## config.mk

```make
export PLATFORM = sky130hd
export DESIGN_NAME = sdram_page_seq
export DESIGN_NICKNAME = d
export VERILOG_FILES = /design/src/rtl/sdram_seq_pkg.sv /design/src/rtl/sdram_addr_split.sv /design/src/rtl/sdram_open_rows.sv /design/src/rtl/sdram_burst_cols.sv /design/src/rtl/sdram_page_seq.sv
export SDC_FILE = /design/constraint.sdc
export NUM_CORES = 1
export LEC_CHECK = 0
export ABC_CLOCK_PERIOD_IN_PS = 1950
export CAP_MARGIN = 20
export CELL_PAD_IN_SITES_DETAIL_PLACEMENT = 2
export CELL_PAD_IN_SITES_GLOBAL_PLACEMENT = 2
export CORE_ASPECT_RATIO = 1.1
export CORE_MARGIN = 10
export CORE_UTILIZATION = 32
export CTS_CLUSTER_DIAMETER = 80
export CTS_CLUSTER_SIZE = 16
export DETAILED_ROUTE_END_ITERATION = 8
export PLACE_DENSITY = 0.75
export SYNTH_ARGS = -nofsm -noshare
export SYNTH_HDL_FRONTEND = slang
export SYNTH_SLANG_ARGS = --single-unit
```

## constraint.sdc

```tcl
create_clock -name clk_i -period 1.95 [get_ports clk_i]
set_clock_uncertainty 0.05 [all_clocks]
set_input_delay 0.39 -clock clk_i [delete_from_list [all_inputs] [get_ports clk_i]]
set_output_delay 0.39 -clock clk_i [all_outputs]
set_load 0.05 [all_outputs]
```

## src/rtl/sdram_seq_pkg.sv

```systemverilog
package sdram_seq_pkg;
  typedef enum logic [1:0] {
    ACC_IDLE = 2'd0,
    ACC_HIT  = 2'd1,
    ACC_MISS = 2'd2
  } acc_class_e;

  // 32-bit data bus: two byte-offset bits below the column
  localparam int unsigned COL_LSB = 2;
endpackage

```

## src/rtl/sdram_addr_split.sv

```systemverilog
module sdram_addr_split #(
  parameter int unsigned ADDR_W = 32,
  parameter int unsigned CS_W   = 2,
  parameter int unsigned BANK_W = 2,
  parameter int unsigned ROW_W  = 13,
  parameter int unsigned COL_W  = 11
) (
  input  logic [ADDR_W-1:0] addr_i,
  output logic [CS_W-1:0]   cs_o,
  output logic [BANK_W-1:0] bank_o,
  output logic [ROW_W-1:0]  row_o,
  output logic [COL_W-1:0]  col_o
);
  import sdram_seq_pkg::*;

  localparam int unsigned BANK_LSB = COL_LSB + COL_W;
  localparam int unsigned ROW_LSB  = BANK_LSB + BANK_W;
  localparam int unsigned CS_LSB   = ROW_LSB + ROW_W;

  assign col_o  = addr_i[COL_LSB +: COL_W];
  assign bank_o = addr_i[BANK_LSB +: BANK_W];
  assign row_o  = addr_i[ROW_LSB +: ROW_W];
  assign cs_o   = addr_i[CS_LSB +: CS_W];
endmodule

```

## src/rtl/sdram_open_rows.sv

```systemverilog
module sdram_open_rows #(
  parameter int unsigned CS_N   = 4,
  parameter int unsigned BANK_W = 2,
  parameter int unsigned ROW_W  = 13,
  localparam int unsigned CS_W  = $clog2(CS_N)
) (
  input  logic                       clk_i,
  input  logic                       rst_ni,
  input  logic                       clr_all_i,
  input  logic                       upd_i,
  input  logic [CS_W-1:0]            cs_i,
  input  logic [BANK_W-1:0]          bank_i,
  input  logic [ROW_W-1:0]           row_i,
  output sdram_seq_pkg::acc_class_e  class_o
);
  import sdram_seq_pkg::*;

  logic              vld_a  [CS_N];
  logic [BANK_W-1:0] bank_a [CS_N];
  logic [ROW_W-1:0]  row_a  [CS_N];

  for (genvar g = 0; g < CS_N; g++) begin : g_rec
    logic              v_q;
    logic [BANK_W-1:0] b_q;
    logic [ROW_W-1:0]  r_q;
    logic              sel;

    assign sel = upd_i && (cs_i == CS_W'(g));

    always_ff @(posedge clk_i or negedge rst_ni) begin
      if (!rst_ni) begin
        v_q <= 1'b0;
        b_q <= '0;
        r_q <= '0;
      end else if (sel) begin
        v_q <= 1'b1;
        b_q <= bank_i;
        r_q <= row_i;
      end else if (clr_all_i) begin
        v_q <= 1'b0;
      end
    end

    assign vld_a[g]  = v_q;
    assign bank_a[g] = b_q;
    assign row_a[g]  = r_q;
  end

  // a clear in the lookup cycle wins over the stored state
  logic open_now, same_page;
  assign open_now  = vld_a[cs_i] && !clr_all_i;
  assign same_page = (bank_a[cs_i] == bank_i) && (row_a[cs_i] == row_i);

  always_comb begin
    if (!open_now)      class_o = ACC_IDLE;
    else if (same_page) class_o = ACC_HIT;
    else                class_o = ACC_MISS;
  end
endmodule

```

## src/rtl/sdram_burst_cols.sv

```systemverilog
module sdram_burst_cols #(
  parameter int unsigned COL_W      = 11,
  parameter int unsigned LINE_BEATS = 4,
  localparam int unsigned IDX_W     = $clog2(LINE_BEATS)
) (
  input  logic             clk_i,
  input  logic             rst_ni,
  input  logic             start_i,
  input  logic             multi_i,
  input  logic [COL_W-1:0] col_i,
  input  logic             adv_i,
  output logic             busy_o,
  output logic [COL_W-1:0] col_o,
  output logic             first_o,
  output logic             last_o
);
  logic                   busy_q, multi_q;
  logic [COL_W-1:IDX_W]   base_q;
  logic [IDX_W-1:0]       ofs_q, cnt_q;

  assign last_o  = !multi_q || (cnt_q == IDX_W'(LINE_BEATS - 1));
  assign first_o = (cnt_q == '0);
  assign col_o   = {base_q, ofs_q};
  assign busy_o  = busy_q;

  always_ff @(posedge clk_i or negedge rst_ni) begin
    if (!rst_ni) begin
      busy_q  <= 1'b0;
      multi_q <= 1'b0;
      base_q  <= '0;
      ofs_q   <= '0;
      cnt_q   <= '0;
    end else if (start_i) begin
      busy_q  <= 1'b1;
      multi_q <= multi_i;
      base_q  <= col_i[COL_W-1:IDX_W];
      ofs_q   <= col_i[IDX_W-1:0];
      cnt_q   <= '0;
    end else if (adv_i) begin
      if (last_o) begin
        busy_q <= 1'b0;
      end else begin
        cnt_q <= cnt_q + 1'b1;
        ofs_q <= ofs_q + 1'b1;  // wraps inside the line
      end
    end
  end
endmodule

```

## src/rtl/sdram_page_seq.sv

```systemverilog
module sdram_page_seq #(
  parameter int unsigned ADDR_W     = 32,
  parameter int unsigned CS_N       = 4,
  parameter int unsigned BANK_W     = 2,
  parameter int unsigned ROW_W      = 13,
  parameter int unsigned COL_W      = 11,
  parameter int unsigned LINE_BEATS = 4,
  localparam int unsigned CS_W      = $clog2(CS_N)
) (
  input  logic              clk_i,
  input  logic              rst_ni,
  input  logic              req_valid_i,
  output logic              req_ready_o,
  input  logic [ADDR_W-1:0] req_addr_i,
  input  logic              req_write_i,
  input  logic              req_line_i,
  input  logic              pre_all_i,
  output logic              beat_valid_o,
  input  logic              beat_ready_i,
  output logic [CS_W-1:0]   beat_cs_o,
  output logic [BANK_W-1:0] beat_bank_o,
  output logic [ROW_W-1:0]  beat_row_o,
  output logic [COL_W-1:0]  beat_col_o,
  output logic              beat_write_o,
  output logic [1:0]        beat_class_o,
  output logic              beat_first_o,
  output logic              beat_last_o
);
  import sdram_seq_pkg::*;

  logic [CS_W-1:0]   dec_cs;
  logic [BANK_W-1:0] dec_bank;
  logic [ROW_W-1:0]  dec_row;
  logic [COL_W-1:0]  dec_col;
  acc_class_e        look_cls;
  logic              busy, accept, adv;

  assign accept      = req_valid_i && !busy;
  assign adv         = busy && beat_ready_i;
  assign req_ready_o = !busy;

  sdram_addr_split #(
    .ADDR_W(ADDR_W), .CS_W(CS_W), .BANK_W(BANK_W), .ROW_W(ROW_W), .COL_W(COL_W)
  ) u_split (
    .addr_i (req_addr_i),
    .cs_o   (dec_cs),
    .bank_o (dec_bank),
    .row_o  (dec_row),
    .col_o  (dec_col)
  );

  sdram_open_rows #(
    .CS_N(CS_N), .BANK_W(BANK_W), .ROW_W(ROW_W)
  ) u_rows (
    .clk_i     (clk_i),
    .rst_ni    (rst_ni),
    .clr_all_i (pre_all_i),
    .upd_i     (accept),
    .cs_i      (dec_cs),
    .bank_i    (dec_bank),
    .row_i     (dec_row),
    .class_o   (look_cls)
  );

  sdram_burst_cols #(
    .COL_W(COL_W), .LINE_BEATS(LINE_BEATS)
  ) u_burst (
    .clk_i   (clk_i),
    .rst_ni  (rst_ni),
    .start_i (accept),
    .multi_i (req_line_i && !req_write_i),
    .col_i   (dec_col),
    .adv_i   (adv),
    .busy_o  (busy),
    .col_o   (beat_col_o),
    .first_o (beat_first_o),
    .last_o  (beat_last_o)
  );

  logic [CS_W-1:0]   cs_q;
  logic [BANK_W-1:0] bank_q;
  logic [ROW_W-1:0]  row_q;
  logic              wr_q;
  acc_class_e        cls_q;

  always_ff @(posedge clk_i or negedge rst_ni) begin
    if (!rst_ni) begin
      cs_q   <= '0;
      bank_q <= '0;
      row_q  <= '0;
      wr_q   <= 1'b0;
      cls_q  <= ACC_IDLE;
    end else if (accept) begin
      cs_q   <= dec_cs;
      bank_q <= dec_bank;
      row_q  <= dec_row;
      wr_q   <= req_write_i;
      cls_q  <= look_cls;
    end
  end

  assign beat_valid_o = busy;
  assign beat_cs_o    = cs_q;
  assign beat_bank_o  = bank_q;
  assign beat_row_o   = row_q;
  assign beat_write_o = wr_q;
  assign beat_class_o = cls_q;
endmodule

```

==> flow_summary.yaml <==
floorplanning:
  coreArea_um2: 13200
  initial_utilization: 0.327
  rows: 44
  io_pins: 74
  fp.dieW_um: 130
  die_h_um: 142
  dieArea_um2: 18500
pwr:
  power_switching_mw: 3.80
  sw_frac_of_total: 0.384
  seqPwrFrac: 0.370
  leakage_nw: 2.74
  power_density_nw_per_um2: 1670
  vdd_drop_max_mv: 0.749
  p_int_mw: 6.09
  power_mw: 9.89
  power.share.clock: 0.209
  pwr-share-comb: 0.422
sta:
  worst_slew_pin_slew_ps: 508
  slew_viol_final: 0
  setup_violations: 0
  max_slew_margin: 0.663
  fmaxAchievable_mhz: 524
  hold_viol_final: 0
  setup_slack_ps: 41.7
  rsz0062_at_grt: "yes"
  period_share: 0.979
  period_minus_slack_ps: 1910
clocking:
  root_buffer: "clkbuf_16"
  clkSinkCount: 99
  clk_path_buf_depth: 2
  cts_max_level: 3
  cts.reportedPaths.clkPinSlew_ps: 70
  cts_tree: "yes"
  clock_latency_ps: 360
  cts_buffers: 9
logic_synthesis:
  synth_xor_area_frac: 0.0367
  netlist.top_cell.by_area: "dfrtp_1"
  synth_top_area_frac: 0.577
  ys_types: 24
  synth_seq_cells: 99
  synth_area_um2: 4300
  synth_top_family_by_area: "multiplexers"
  ys.flop_type: "dfrtp_1"
  synthTopCellsByCount: "dfrtp_1 (99), nand2_1 (91), mux2_2 (60)"
  ys_top_cells_by_area: "dfrtp_1 (58%), mux2_2 (16%), mux4_2 (8.4%)"
  yosys.area_share.simple: 0.104
  seq_area_frac_synth: 0.577
  syn-num-nets: 374
  synthArstFlopShare: 1.00
  synth_adder_area_share: 0.00582
  synth_warnings: 0
  yosysMostFrequentCell: "dfrtp_1"
  synth.avg_cell_area_um2: 12.9
  muxShareOfSynthArea: 0.243
  synth_compound_area_frac: 0.0122
  synth_edf_count: 0
  synthCells: 333
layout:
  multiInputGateArea_um2: 1830
  seq_area_um2: 2480
  antenna_cells: 0
  finalNetCount: 483
  layout-drive-gt1-share: 0.416
  num-fill-cells: 1311
  syn2layout_area_growth_pct: 37.9
  final_cells: 608
placement:
  port-buffer-count: 69
  dp_slack_ps: -756
  dp_hpwl_um: 8980
  gp_congestion: 0.752
  dp_cells: 588
critical_path:
  crit_path_start_kind: "flip-flop"
  reg2reg_slack_ps: 40
  required_ps: 2200
  crit_chain: "mux4_2, xnor2_2, nand4_1, nor4_2, a32o_2"
  cp-end-kind: "flip-flop"
  max_stage_delay_ps: 490
  arrival_ps: 2160
  crit_fanout: 2
  slowest_stage: "mux4_2"
  crit_type: "flip-flop to flip-flop"
route:
  viasPerCell: 4.93
  ant_nets: 0
  wirelength_um: 12800
  first_pass_iters: 4
  drc: 0
  avgRoutedWirePerCell_um: 21.1
  num_vias: 2995
  drt_iter0_drc: 84
grt:
  grt_pass1_vias: 3549
  track_usage: 0.148
  grt_max_degree: 39
  grt_pass1_wl_um: 20800
  grt-ovfl-total: 0
  antenna_found_initial: 0
min_path:
  hp-class: "flip-flop to flip-flop"
status:
  outcome: "finished, final reports clean"
flow_run:
  cap_violations: 0
[placed cells by master (no fill, tap or decap), drive strengths merged, types with 2 or more instances in the layout]
master / synthesis / routed
ha: 2 / 2
o21ai: 4 / 4
nor2b: 2 / 2
xnor2: 16 / 16
buf: 7 / 78
nand4: 4 / 4
xor2: 2 / 2
dfrtp: 99 / 99
a21o: 3 / 3
nand2: 91 / 91
clkdlybuf4s50: 0 / 31
clkbuf: 8 / 13
mux4: 16 / 16
inv: 6 / 5
nor2: 4 / 4
mux2: 60 / 60
bufinv: 0 / 3
dlygate4sd2: 0 / 2
nand3: 3 / 3
clkinvlp: 0 / 2
[final cells by class]
| cell class | instances | area share |
|---|---|---|
| Tap cell | 161 | 0.0340 |
| Sequential cell | 99 | 0.418 |
| Clock buffer | 12 | 0.0416 |
| Timing Repair Buffer | 113 | 0.177 |
| Inverter | 6 | 0.00443 |
| Multi-Input combinational cell | 213 | 0.309 |
| Clock inverter | 4 | 0.0165 |
[cells by family after synthesis]
kind of cell             after synthesis
XOR/XNOR                              18
buffers and inverters                 21
multiplexers                          77
adder cells (fa/ha/maj)                2
AO/OA/AOI/OAI                          8
flip-flops                            99
AND/OR/NAND/NOR                      108
[critical path: cells and delay by family (launching register included)]
family                    cells  cell delay (ps)
muxes                         1              490
AOI/OAI and AO/OA             1              220
and+or+nand+nor               2              540
DFF                           1              380
xor gates and xnor gates      1              170
[what timing repair did]
action	CTS	global route
hold buffers	1	0
setup buffers	0	1
gates resized for setup	17	7
pin swaps	2	5
endpoints found under the setup margin	20	2
gates cloned	2	0
endpoints found under the hold margin	30	0
[flip-flops by register name, indices dropped and copies added, names as in the netlist]
register          flops
u_rows.g_rec.r_q     52
beat_row_o           13
u_burst.base_q        9
u_rows.g_rec.b_q      8
u_rows.g_rec.v_q      4
beat_bank_o           2
beat_class_o          2
beat_cs_o             2
u_burst.cnt_q         2
u_burst.ofs_q         2
beat_write_o          1
u_burst.busy_o        1
u_burst.multi_q       1
[through the flow]
stage          setup TNS [ps]  instance area [um2]  hold WS, ps  utilization
6_report                    0                 5930          419        0.450
5_1_grt                 -30.5                 5930          446        0.450
4_1_cts                     0                 5900          426        0.449
3_5_place_dp           -19410                 5450          322        0.414
3_3_place_gp           -16370                 5450          315        0.414
2_1_floorplan               0                 4340         44.4            -
[worst paths after layout]
kind	end	start	cells after the start
min in group asynchronous	u_burst.ofs_q[0]	rst_ni	2
setup reg to reg	beat_class_o[0]	u_rows.g_rec[2].r_q[2]	5
hold reg to reg	u_burst.multi_q	u_burst.multi_q	2
max in group asynchronous	u_rows.g_rec[0].r_q[8]	rst_ni	3
hold / removal	u_burst.multi_q	u_burst.multi_q	2
setup / recovery	beat_class_o[0]	u_rows.g_rec[2].r_q[2]	5
[power by group through the flow]
stage	logic (mW)	registers, mW	clock network (mW)
after floorplan	1.67	4.57	0
after global placement	3.92	3.59	0
after detailed placement	4.07	3.67	0
after CTS	4.19	3.67	2.12
after global routing	4.47	3.78	2.21
final	4.17	3.65	2.06
[routing by layer]
layer  up-vias  global-route usage  part of all wire
met2        60               0.258              0.52
met5         -                   0                 0
met1      1570               0.172              0.42
met3        15              0.0280             0.038
li1       1350                   -                 -
met4         0              0.0621             0.022
Power figures use the tool's default switching activity.
